**config.mk**
```make
export PLATFORM = sky130hd
export DESIGN_NAME = tw_shift_unit
export DESIGN_NICKNAME = d
export VERILOG_FILES = /design/src/rtl/tw_shift_pkg.sv /design/src/rtl/tw_line_sync.sv /design/src/rtl/tw_datapath.sv /design/src/rtl/tw_control.sv /design/src/rtl/tw_shift_unit.sv
export SDC_FILE = /design/constraint.sdc
export NUM_CORES = 1
export LEC_CHECK = 0
export ABC_CLOCK_PERIOD_IN_PS = 2000
export BUFFER_PORTS_ARGS = -buffer_cell sky130_fd_sc_hd__buf_2
export CAP_MARGIN = 15
export CORE_ASPECT_RATIO = 1.5
export CORE_UTILIZATION = 47
export CTS_CLUSTER_DIAMETER = 100
export CTS_CLUSTER_SIZE = 30
export DETAILED_ROUTE_END_ITERATION = 12
export HOLD_SLACK_MARGIN = 0.02
export PLACE_DENSITY = 0.86
export SYNTH_ARGS = -nofsm -noshare
export SYNTH_HDL_FRONTEND = slang
export SYNTH_SLANG_ARGS = --single-unit
```
**constraint.sdc**
```tcl
create_clock -name clk -period 2 [get_ports clk]
set_input_delay 0.2 -clock clk [delete_from_list [all_inputs] [get_ports clk]]
set_output_delay 0.2 -clock clk [all_outputs]
set_load 0.01 [all_outputs]
```
**src/rtl/tw_shift_pkg.sv**
```systemverilog
package tw_shift_pkg;

  // configuration register field positions
  localparam int CFG_W        = 5;
  localparam int CFG_EN       = 0;
  localparam int CFG_HOLD_OVF = 1;
  localparam int CFG_START_IE = 2;
  localparam int CFG_OVF_IE   = 3;
  localparam int CFG_SDA_OE   = 4;

  // status flag positions (above the counter field)
  localparam int FLAG_N     = 4;
  localparam int FLAG_COLL  = 0;
  localparam int FLAG_STOP  = 1;
  localparam int FLAG_OVF   = 2;
  localparam int FLAG_START = 3;

  // strobes from control to datapath
  typedef struct packed {
    logic shift;     // shift one sampled bit into the data register
    logic step;      // advance the edge counter
    logic loadCnt;   // preload the edge counter
    logic loadData;  // replace the data register
  } dpStrobe_t;

endpackage

```
**src/rtl/tw_line_sync.sv**
```systemverilog
module tw_line_sync #(
  parameter int STAGES = 2
) (
  input  logic clk,
  input  logic rstN,
  input  logic lineIn,
  output logic level,
  output logic rise,
  output logic fall
);

  logic [STAGES-1:0] chain;
  logic              lastLevel;

  // bus lines idle high, so the chain resets to 1
  always_ff @(posedge clk or negedge rstN) begin
    if (!rstN) begin
      chain     <= '1;
      lastLevel <= 1'b1;
    end else begin
      chain     <= {chain[STAGES-2:0], lineIn};
      lastLevel <= chain[STAGES-1];
    end
  end

  assign level = chain[STAGES-1];
  assign rise  = chain[STAGES-1] & ~lastLevel;
  assign fall  = ~chain[STAGES-1] & lastLevel;

endmodule

```
**src/rtl/tw_datapath.sv**
```systemverilog
module tw_datapath
  import tw_shift_pkg::*;
#(
  parameter int DATA_W = 8,
  parameter int CNT_W  = 4
) (
  input  logic              clk,
  input  logic              rstN,
  input  dpStrobe_t         stb,
  input  logic              sdaBit,
  input  logic [DATA_W-1:0] wrData,
  input  logic [CNT_W-1:0]  preload,
  output logic [DATA_W-1:0] dataQ,
  output logic [CNT_W-1:0]  cntQ,
  output logic              cntAtMax
);

  logic [DATA_W-1:0] dataR;
  logic [CNT_W-1:0]  cntR;

  // shift register: a write wins over a shift in the same cycle
  always_ff @(posedge clk or negedge rstN) begin
    if (!rstN) begin
      dataR <= '0;
    end else if (stb.loadData) begin
      dataR <= wrData;
    end else if (stb.shift) begin
      dataR <= {dataR[DATA_W-2:0], sdaBit};
    end
  end

  // edge counter: a preload wins over a step in the same cycle
  always_ff @(posedge clk or negedge rstN) begin
    if (!rstN) begin
      cntR <= '0;
    end else if (stb.loadCnt) begin
      cntR <= preload;
    end else if (stb.step) begin
      cntR <= cntR + 1'b1;
    end
  end

  assign dataQ    = dataR;
  assign cntQ     = cntR;
  assign cntAtMax = &cntR;

endmodule

```
**src/rtl/tw_control.sv**
```systemverilog
module tw_control
  import tw_shift_pkg::*;
(
  input  logic              clk,
  input  logic              rstN,
  input  logic              sclLevel,
  input  logic              sclRise,
  input  logic              sclFall,
  input  logic              sdaLevel,
  input  logic              sdaRise,
  input  logic              sdaFall,
  input  logic              cfgWe,
  input  logic [CFG_W-1:0]  cfgWrData,
  input  logic              dataWe,
  input  logic              dataWrMsb,
  input  logic              statWe,
  input  logic [FLAG_N-1:0] statWrFlags,
  input  logic              cntAtMax,
  input  logic              dataMsb,
  output dpStrobe_t         stb,
  output logic [CFG_W-1:0]  cfgQ,
  output logic [FLAG_N-1:0] flagQ,
  output logic              sclHoldLow,
  output logic              sdaPullLow,
  output logic              startIrq,
  output logic              ovfIrq
);

  logic [CFG_W-1:0]  cfgR;
  logic [FLAG_N-1:0] flagSet;
  logic              outLatch;
  logic              unitOn;
  logic              startPend;

  always_ff @(posedge clk or negedge rstN) begin
    if (!rstN) begin
      cfgR <= '0;
    end else if (cfgWe) begin
      cfgR <= cfgWrData;
    end
  end

  assign unitOn    = cfgR[CFG_EN];
  assign startPend = flagQ[FLAG_START];

  // strobes toward the datapath; counting pauses while a start is pending
  always_comb begin
    stb.shift    = unitOn & sclRise;
    stb.step     = unitOn & (sclRise | sclFall) & ~startPend;
    stb.loadCnt  = statWe;
    stb.loadData = dataWe;
  end

  // events that raise each flag
  always_comb begin
    flagSet              = '0;
    flagSet[FLAG_START]  = unitOn & sclLevel & sdaFall;
    flagSet[FLAG_STOP]   = unitOn & sclLevel & sdaRise;
    flagSet[FLAG_OVF]    = stb.step & cntAtMax;
    flagSet[FLAG_COLL]   = unitOn & sclRise & cfgR[CFG_SDA_OE] & outLatch & ~sdaLevel;
  end

  // write-one-to-clear flags; a raising event wins over a clear
  for (genvar i = 0; i < FLAG_N; i++) begin : g_flag
    logic flagBit;
    always_ff @(posedge clk or negedge rstN) begin
      if (!rstN) begin
        flagBit <= 1'b0;
      end else begin
        flagBit <= flagSet[i] | (flagBit & ~(statWe & statWrFlags[i]));
      end
    end
    assign flagQ[i] = flagBit;
  end

  // SDA output latch: changes only on a write or while SCL has just fallen
  always_ff @(posedge clk or negedge rstN) begin
    if (!rstN) begin
      outLatch <= 1'b0;
    end else if (dataWe) begin
      outLatch <= dataWrMsb;
    end else if (unitOn & sclFall) begin
      outLatch <= dataMsb;
    end
  end

  assign cfgQ       = cfgR;
  assign sclHoldLow = unitOn & (startPend | (cfgR[CFG_HOLD_OVF] & flagQ[FLAG_OVF]));
  assign sdaPullLow = unitOn & cfgR[CFG_SDA_OE] & ~outLatch;
  assign startIrq   = startPend & cfgR[CFG_START_IE];
  assign ovfIrq     = flagQ[FLAG_OVF] & cfgR[CFG_OVF_IE];

endmodule

```
**src/rtl/tw_shift_unit.sv**
```systemverilog
module tw_shift_unit
  import tw_shift_pkg::*;
#(
  parameter int DATA_W      = 8,
  parameter int CNT_W       = 4,
  parameter int SYNC_STAGES = 2
) (
  input  logic                    clk,
  input  logic                    rstN,
  input  logic                    sclIn,
  input  logic                    sdaIn,
  output logic                    sclHoldLow,
  output logic                    sdaPullLow,
  input  logic                    cfgWe,
  input  logic [CFG_W-1:0]        cfgWrData,
  output logic [CFG_W-1:0]        cfgQ,
  input  logic                    dataWe,
  input  logic [DATA_W-1:0]       dataWrData,
  output logic [DATA_W-1:0]       dataQ,
  input  logic                    statWe,
  input  logic [FLAG_N+CNT_W-1:0] statWrData,
  output logic [FLAG_N+CNT_W-1:0] statusQ,
  output logic                    startIrq,
  output logic                    ovfIrq
);

  localparam int STAT_W = FLAG_N + CNT_W;

  logic              sclLevel, sclRise, sclFall;
  logic              sdaLevel, sdaRise, sdaFall;
  logic              cntAtMax;
  logic [CNT_W-1:0]  cntQ;
  logic [FLAG_N-1:0] flagQ;
  dpStrobe_t         stb;

  tw_line_sync #(.STAGES(SYNC_STAGES)) sclSync_i (
    .clk(clk), .rstN(rstN), .lineIn(sclIn),
    .level(sclLevel), .rise(sclRise), .fall(sclFall)
  );

  tw_line_sync #(.STAGES(SYNC_STAGES)) sdaSync_i (
    .clk(clk), .rstN(rstN), .lineIn(sdaIn),
    .level(sdaLevel), .rise(sdaRise), .fall(sdaFall)
  );

  tw_control ctrl_i (
    .clk(clk), .rstN(rstN),
    .sclLevel(sclLevel), .sclRise(sclRise), .sclFall(sclFall),
    .sdaLevel(sdaLevel), .sdaRise(sdaRise), .sdaFall(sdaFall),
    .cfgWe(cfgWe), .cfgWrData(cfgWrData),
    .dataWe(dataWe), .dataWrMsb(dataWrData[DATA_W-1]),
    .statWe(statWe), .statWrFlags(statWrData[STAT_W-1:CNT_W]),
    .cntAtMax(cntAtMax), .dataMsb(dataQ[DATA_W-1]),
    .stb(stb), .cfgQ(cfgQ), .flagQ(flagQ),
    .sclHoldLow(sclHoldLow), .sdaPullLow(sdaPullLow),
    .startIrq(startIrq), .ovfIrq(ovfIrq)
  );

  tw_datapath #(.DATA_W(DATA_W), .CNT_W(CNT_W)) dp_i (
    .clk(clk), .rstN(rstN), .stb(stb), .sdaBit(sdaLevel),
    .wrData(dataWrData), .preload(statWrData[CNT_W-1:0]),
    .dataQ(dataQ), .cntQ(cntQ), .cntAtMax(cntAtMax)
  );

  assign statusQ = {flagQ, cntQ};

endmodule

```
==> metrics, run 1 <==
status=finished clean; ant diodes=0; post-CTS setup buffer count=0; number of global-route vias before repair=995; antenna viol nets, final=0; NetSw=319 µW; Clock power frac=22.9%; via count=1012; Die H=65.9 µm; Max IR drop VDD=0.524 mV; wire length on met1=967 µm; RSZ-0062 raised after global routing=false; most frequent cell after synthesis=dfrtp_1; Setup crit end kind=flop; Seq/Total Area, Yosys=55.4%; Hold-fix buffers, CTS=3; DR WL met3=152 µm; initial antenna violation count=0; syn avg cell area=11.5 µm²; routability congestion estimate=0.810; DRT Wirelength=2440 µm; critical path class=reg -> reg; Top-Level Pins=53; Slowest cell on crit path=dfstp_2; share of synthesized flip-flops with an asynchronous set or reset=100%; H-tree Lvls=1; slew at the pin closest to its max-slew limit=604 ps; root buf cell=clkbuf_4; routed vias/inst=5.11; final setup margin=262 ps; #FFs+latches synth=28; row count=22; EDFF count, synth=0; Gate Count Post-Synth=111; Total GRT Usage=18.8%; Netlist cell types=31; Worst Path Max Fanout=3; Startpoint Class=flop; total iterations of the first detailed-routing run=3; first-pass GRT wire length=4090 µm; Sequential Power Share=57.5%; Syn. warnings=0; max_cap viols=0; pwr dens=734 nW/µm²; post-synth top area cell=dfrtp_1; Clock Path Buffers=2; total grt overflow=0; synth cell count leaders=dfrtp_1 (22), nand2_1 (19), o21ai_0 (10), mux2i_1 (8); Top FF cell, synth=dfrtp_1; Core ar.=2500 µm²; final hold violations=0; WL met2=1290 µm; HPWL after detailed placement=1890 µm; CTS tree=built; Fin Setup TNS=0 ps; delay-heaviest family, CP=flip-flops; nets=194; LEAKAGE=0.832 nW; Worst Clk Skew=9.53 ps; total internal power=852 µW; combinational fraction of design power=19.5%; max layer used=met4; Synth top area share=43.1%; area of the mapped netlist=1280 µm²; Sink Count=28; Design Power=1.17 mW; Worst Path Buf+Inv=1; f_max=0.575 GHz; Resized Gates After CTS=0; Synth area leaders=dfrtp_1 (43%), dfstp_2 (12%), mux2i_1 (6.3%); routed len/inst=12.3 µm; CTS Buf Count=3; DR iter-0 viols=5; worst path arrival time=1950 ps; Tmin final=1740 ps; worst hold path class=in -> reg; period utilization=86.9%; share of cells above drive strength 1=44.4%; Worst-Skew Late Latency=320 ps; Syn-to-layout area delta=25.0%; DRC=0; CP required=2220 ps; endpoints failing setup=0; Place WS=270 ps; largest stage delay on the critical path=560 ps; die area=2930 µm²; Clk pin slew, worst setup/hold paths=150 ps; Port Buffers=52; Chip Width=44.6 µm; Pins Over Slew Limit=0; Post-Syn Nets=142; largest net degree at the start of global routing=29; worst relative slew slack=59.7%; Sw Ratio=27.3%; Initial Utilization=51.0%; Cell Chain, Critical Path=inv_1, ha_1, and4bb_4, a31oi_1, o31a_1
area by class of cell:
cell class                 count  area (µm²)
clock buffer                   4        36.3
fill                         212         908
inverter                       3        11.3
multi-input combinational     72         505
sequential                    28         708
tap                           36        45.0
timing repair buffer          55         290
stage by stage:
| step | cell area [µm²] | cells | hold WS (ps) | utilization, % |
|---|---|---|---|---|
| 4_1_cts | 1600 | 198 | 65.3 | 63.7 |
| 3_3_place_gp | 1530 | 191 | 231 | 61.1 |
| 6_report | 1600 | 198 | 69.6 | 63.7 |
| 2_1_floorplan | 1280 | 111 | -95.6 | - |
| 5_1_grt | 1600 | 198 | 57.2 | 63.7 |
| 3_5_place_dp | 1530 | 191 | 243 | 61.1 |
placed cells by master, fill, tap and decap left out, types with 2 or more instances in the layout:
cell           instances
nand2_1               19
buf_2                 52
o21ai_0               10
mux2i_1                8
inv_1                  3
dlygate4sd3_1          3
mux2_2                 5
dfstp_2                6
ha_1                   3
nor2_1                 3
xnor2_1                2
dfrtp_1               22
clkbuf_4               3
nor2b_1                3
a32o_1                 2
logic make-up (layout without fill, tap and decap cells):
group / after synthesis / in the layout / share of synthesized area, %
AO/OA/AOI/OAI: 18 / 18 / 8.91
XOR/XNOR: 2 / 2 / 1.37
adder cells (fa/ha/maj): 3 / 3 / 2.94
buffers and inverters: 11 / 62 / 5.00
flip-flops: 28 / 28 / 55.4
multiplexers: 13 / 13 / 10.7
AND/OR/NAND/NOR: 36 / 36 / 15.7
power groups by stage:
stage / clock [mW] / combinational [mW] / sequential (mW)
2_1_floorplan: 0 / 0.125 / 0.689
3_3_place_gp: 0 / 0.218 / 0.682
3_5_place_dp: 0 / 0.228 / 0.686
4_1_cts: 0.277 / 0.233 / 0.675
5_1_grt: 0.302 / 0.256 / 0.684
6_report: 0.269 / 0.229 / 0.674
tightest hold or removal path, delay by kind of cell:
kind	cells	cell delay, ps
simple gates	1	30
compound gates	1	60
buf+inv	1	70
path summary, 6_finish.rpt:
check	depth (start not counted)	slack [ps]	start	endpoint
min reg2reg	0	360	sclSync_i.chain[0]$_DFF_PN1_	sclSync_i.chain[1]$_DFF_PN1_
min in group asynchronous	2	410	rstN	dp_i.cntQ[2]$_DFFE_PN0P_
max reg2reg	5	260	sclSync_i.lastLevel$_DFF_PN1_	dp_i.cntQ[3]$_DFFE_PN0P_
max in group asynchronous	2	1200	rstN	dp_i.dataQ[1]$_DFFE_PN0P_
max	5	260	sclSync_i.lastLevel$_DFF_PN1_	dp_i.cntQ[3]$_DFFE_PN0P_
min	3	70	statWrData[2]	dp_i.cntQ[2]$_DFFE_PN0P_
sequential cells by signal, indices dropped and copies added, names as in the netlist:
signal,flops
ctrl_i.cfgQ,5
ctrl_i.g_flag.flagBit,4
ctrl_i.outLatch,1
dp_i.cntQ,4
dp_i.dataQ,8
sclSync_i.chain,2
sclSync_i.lastLevel,1
sdaSync_i.chain,2
sdaSync_i.lastLevel,1
routing by layer:
metal | track usage (%) | vias to the layer above
met5 | 0 | -
met4 | 9.09 | 0
met3 | 1.91 | 4
met2 | 34.6 | 46
met1 | 20.8 | 478
li1 | - | 484
No activity file was read; power rests on OpenSTA's default activity.
==> inputs of run 2 (changes only) <==
CORE_MARGIN = 4   (was unset)
==> run 2 against run 1 <==
Flip-flop and latch count unchanged. Sequential share of layout area did not move. Die area is 24% higher. Largest cell class unchanged. Clock-buffer cell count stayed put. Global-route usage is 3.2 points lower. Via count shrank 2.0%. Non-clock buffer count unchanged. Fmax is 0.34% lower. Sequential power is essentially flat.
==> metrics, run 2 (synthesis gave the netlist of run 1 again) <==
status=finished clean (unchanged); H-tree Lvls=1 (unchanged); via count=992 (was 1012); Place WS=262 ps (was 270 ps); worst hold path class=in -> reg (unchanged); R2R Setup Slk=260 ps (about the same); LEAKAGE=0.832 nW (unchanged); Total GRT Usage=15.7% (was 18.8%); commonest non-fill, non-tap cell in the layout=buf_2 (unchanged); Sink Count=28 (unchanged); total grt overflow=0 (unchanged); initial antenna violation count=0 (unchanged); Tmin final=1740 ps (about the same); f_max=0.573 GHz (was 0.575 GHz); Core ar.=2530 µm² (was 2500 µm²); final setup margin=256 ps (was 262 ps); routed vias/inst=5.01 (was 5.11); max_cap viols=0 (unchanged); pwr dens=731 nW/µm² (was 734 nW/µm²); largest net degree at the start of global routing=29 (unchanged); DR iter-0 viols=9 (was 5); fin cells=198 (unchanged); Resized Gates After CTS=0 (unchanged); r2r startpoint=sclSync_i.lastLevel$_DFF_PN1_ (unchanged); commonest non-fill, non-tap cells in the layout=buf_2 (52), dfrtp_1 (22), nand2_1 (19) (unchanged); Clk pin slew, worst setup/hold paths=140 ps (was 150 ps); first-pass GRT wire length=4460 µm (was 4090 µm); Setup crit end kind=flop (unchanged); routability congestion estimate=0.836 (was 0.810); Syn-to-layout area delta=25.0% (unchanged); HPWL after detailed placement=2010 µm (was 1890 µm); routed len/inst=12.9 µm (was 12.3 µm); nets=194 (unchanged); RR Endpoint=dp_i.cntQ[3]$_DFFE_PN0P_ (unchanged); worst path arrival time=1960 ps (was 1950 ps); hold path start=dataWrData[6] (was statWrData[2]); antenna viol nets, final=0 (unchanged); Worst Clk Skew=7.47 ps (was 9.53 ps); Hold-fix buffers, CTS=3 (unchanged); Hold Path Stages=3 (unchanged); CP required=2210 ps (was 2220 ps); hold_ws=77.5 ps (was 69.6 ps); final hold violations=0 (unchanged); RSZ-0062 raised after global routing=false (unchanged); post-CTS setup buffer count=0 (unchanged); total iterations of the first detailed-routing run=4 (was 3); CTS Buf Count=3 (unchanged); critical path class=reg -> reg (unchanged); CTS tree=built (unchanged); Hold Path Sink=dp_i.dataQ[6]$_DFFE_PN0P_ (was dp_i.cntQ[2]$_DFFE_PN0P_); Port Buffers=52 (unchanged); R2R cell count=5 (unchanged); Initial Utilization=50.4% (was 51.0%); ant diodes=0 (unchanged); Max IR drop VDD=0.494 mV (was 0.524 mV); die area=3630 µm² (was 2930 µm²); period utilization=87.2% (was 86.9%); slew at the pin closest to its max-slew limit=601 ps (was 604 ps); Clock Path Buffers=2 (unchanged); number of global-route vias before repair=989 (was 995); root buf cell=clkbuf_4 (unchanged); endpoints failing setup=0 (unchanged); Top-Level Pins=53 (unchanged); DRT Wirelength=2560 µm (was 2440 µm); DP Cell Count=191 (unchanged); Startpoint Class=flop (unchanged); share of cells above drive strength 1=44.4% (unchanged); DRC=0 (unchanged); row count=22 (unchanged); max reg flops=8 (unchanged); Worst-Skew Late Latency=310 ps (was 320 ps); Fin Setup TNS=0 ps (unchanged); worst relative slew slack=59.9% (was 59.7%); Chip Width=50.6 µm (was 44.6 µm); Pins Over Slew Limit=0 (unchanged); Die H=71.9 µm (was 65.9 µm); Worst Path Max Fanout=3 (unchanged)
run 2: cell counts in the layout (fill, tap and decap cells not counted):
Identical to the previous run, type by type.
run 2: worst max path at each step:
stage / start / to / slack, ps / cells past startpoint
6_report: sclSync_i.lastLevel$_DFF_PN1_ / dp_i.cntQ[3]$_DFFE_PN0P_ / 260 / 5
4_1_cts: sclSync_i.lastLevel$_DFF_PN1_ / dp_i.cntQ[3]$_DFFE_PN0P_ / 240 / 5
2_1_floorplan: sclSync_i.lastLevel$_DFF_PN1_ / dp_i.cntQ[3]$_DFFE_PN0P_ / 350 / 5
5_1_grt: sclSync_i.lastLevel$_DFF_PN1_ / dp_i.cntQ[3]$_DFFE_PN0P_ / 190 / 5
3_5_place_dp: sclSync_i.lastLevel$_DFF_PN1_ / dp_i.cntQ[3]$_DFFE_PN0P_ / 260 / 5
3_3_place_gp: sclSync_i.lastLevel$_DFF_PN1_ / dp_i.cntQ[3]$_DFFE_PN0P_ / 330 / 5
run 2: through the flow:
stage / util [%] / area (µm²) / total power [mW]
floorplan: - / 1280 / 0.814
CTS: 63.0 / 1600 / 1.19
global placement: 60.4 / 1530 / 0.904
detailed placement: 60.4 / 1530 / 0.915
finish: 63.0 / 1600 / 1.17
global route: 63.0 / 1600 / 1.26
run 2: cell type report:
cell class / instances / area [µm²]
Timing Repair Buffer: 55 / 290
Clock buffer: 4 / 36.3
Tap cell: 36 / 45.0
Fill cell: 241 / 936
Multi-Input combinational cell: 72 / 505
Sequential cell: 28 / 708
Inverter: 3 / 11.3
run 2: power by group:
part           total (mW)  switching [mW]  leakage, nW  internal, mW
clock               0.262           0.151       0.0210         0.111
combinational       0.229           0.112        0.481         0.117
sequential          0.675          0.0514        0.330         0.624
total                1.17           0.315        0.832         0.852
run 2: per-layer routing:
metal  vias up  part of all wire [%]  track usage [%]
li1        483                     -                -
met1       462                    39             19.2
met2        45                    50             26.9
met3         2                   9.7             3.95
met4         0                  0.47             4.49
met5         -                     0                0
run 2: critical path: stages (launching register included):
cell and delay [ps]:
dfstp_2 560, inv_1 40, ha_1 330, and4bb_4 360, a31oi_1 80, o31a_1 280
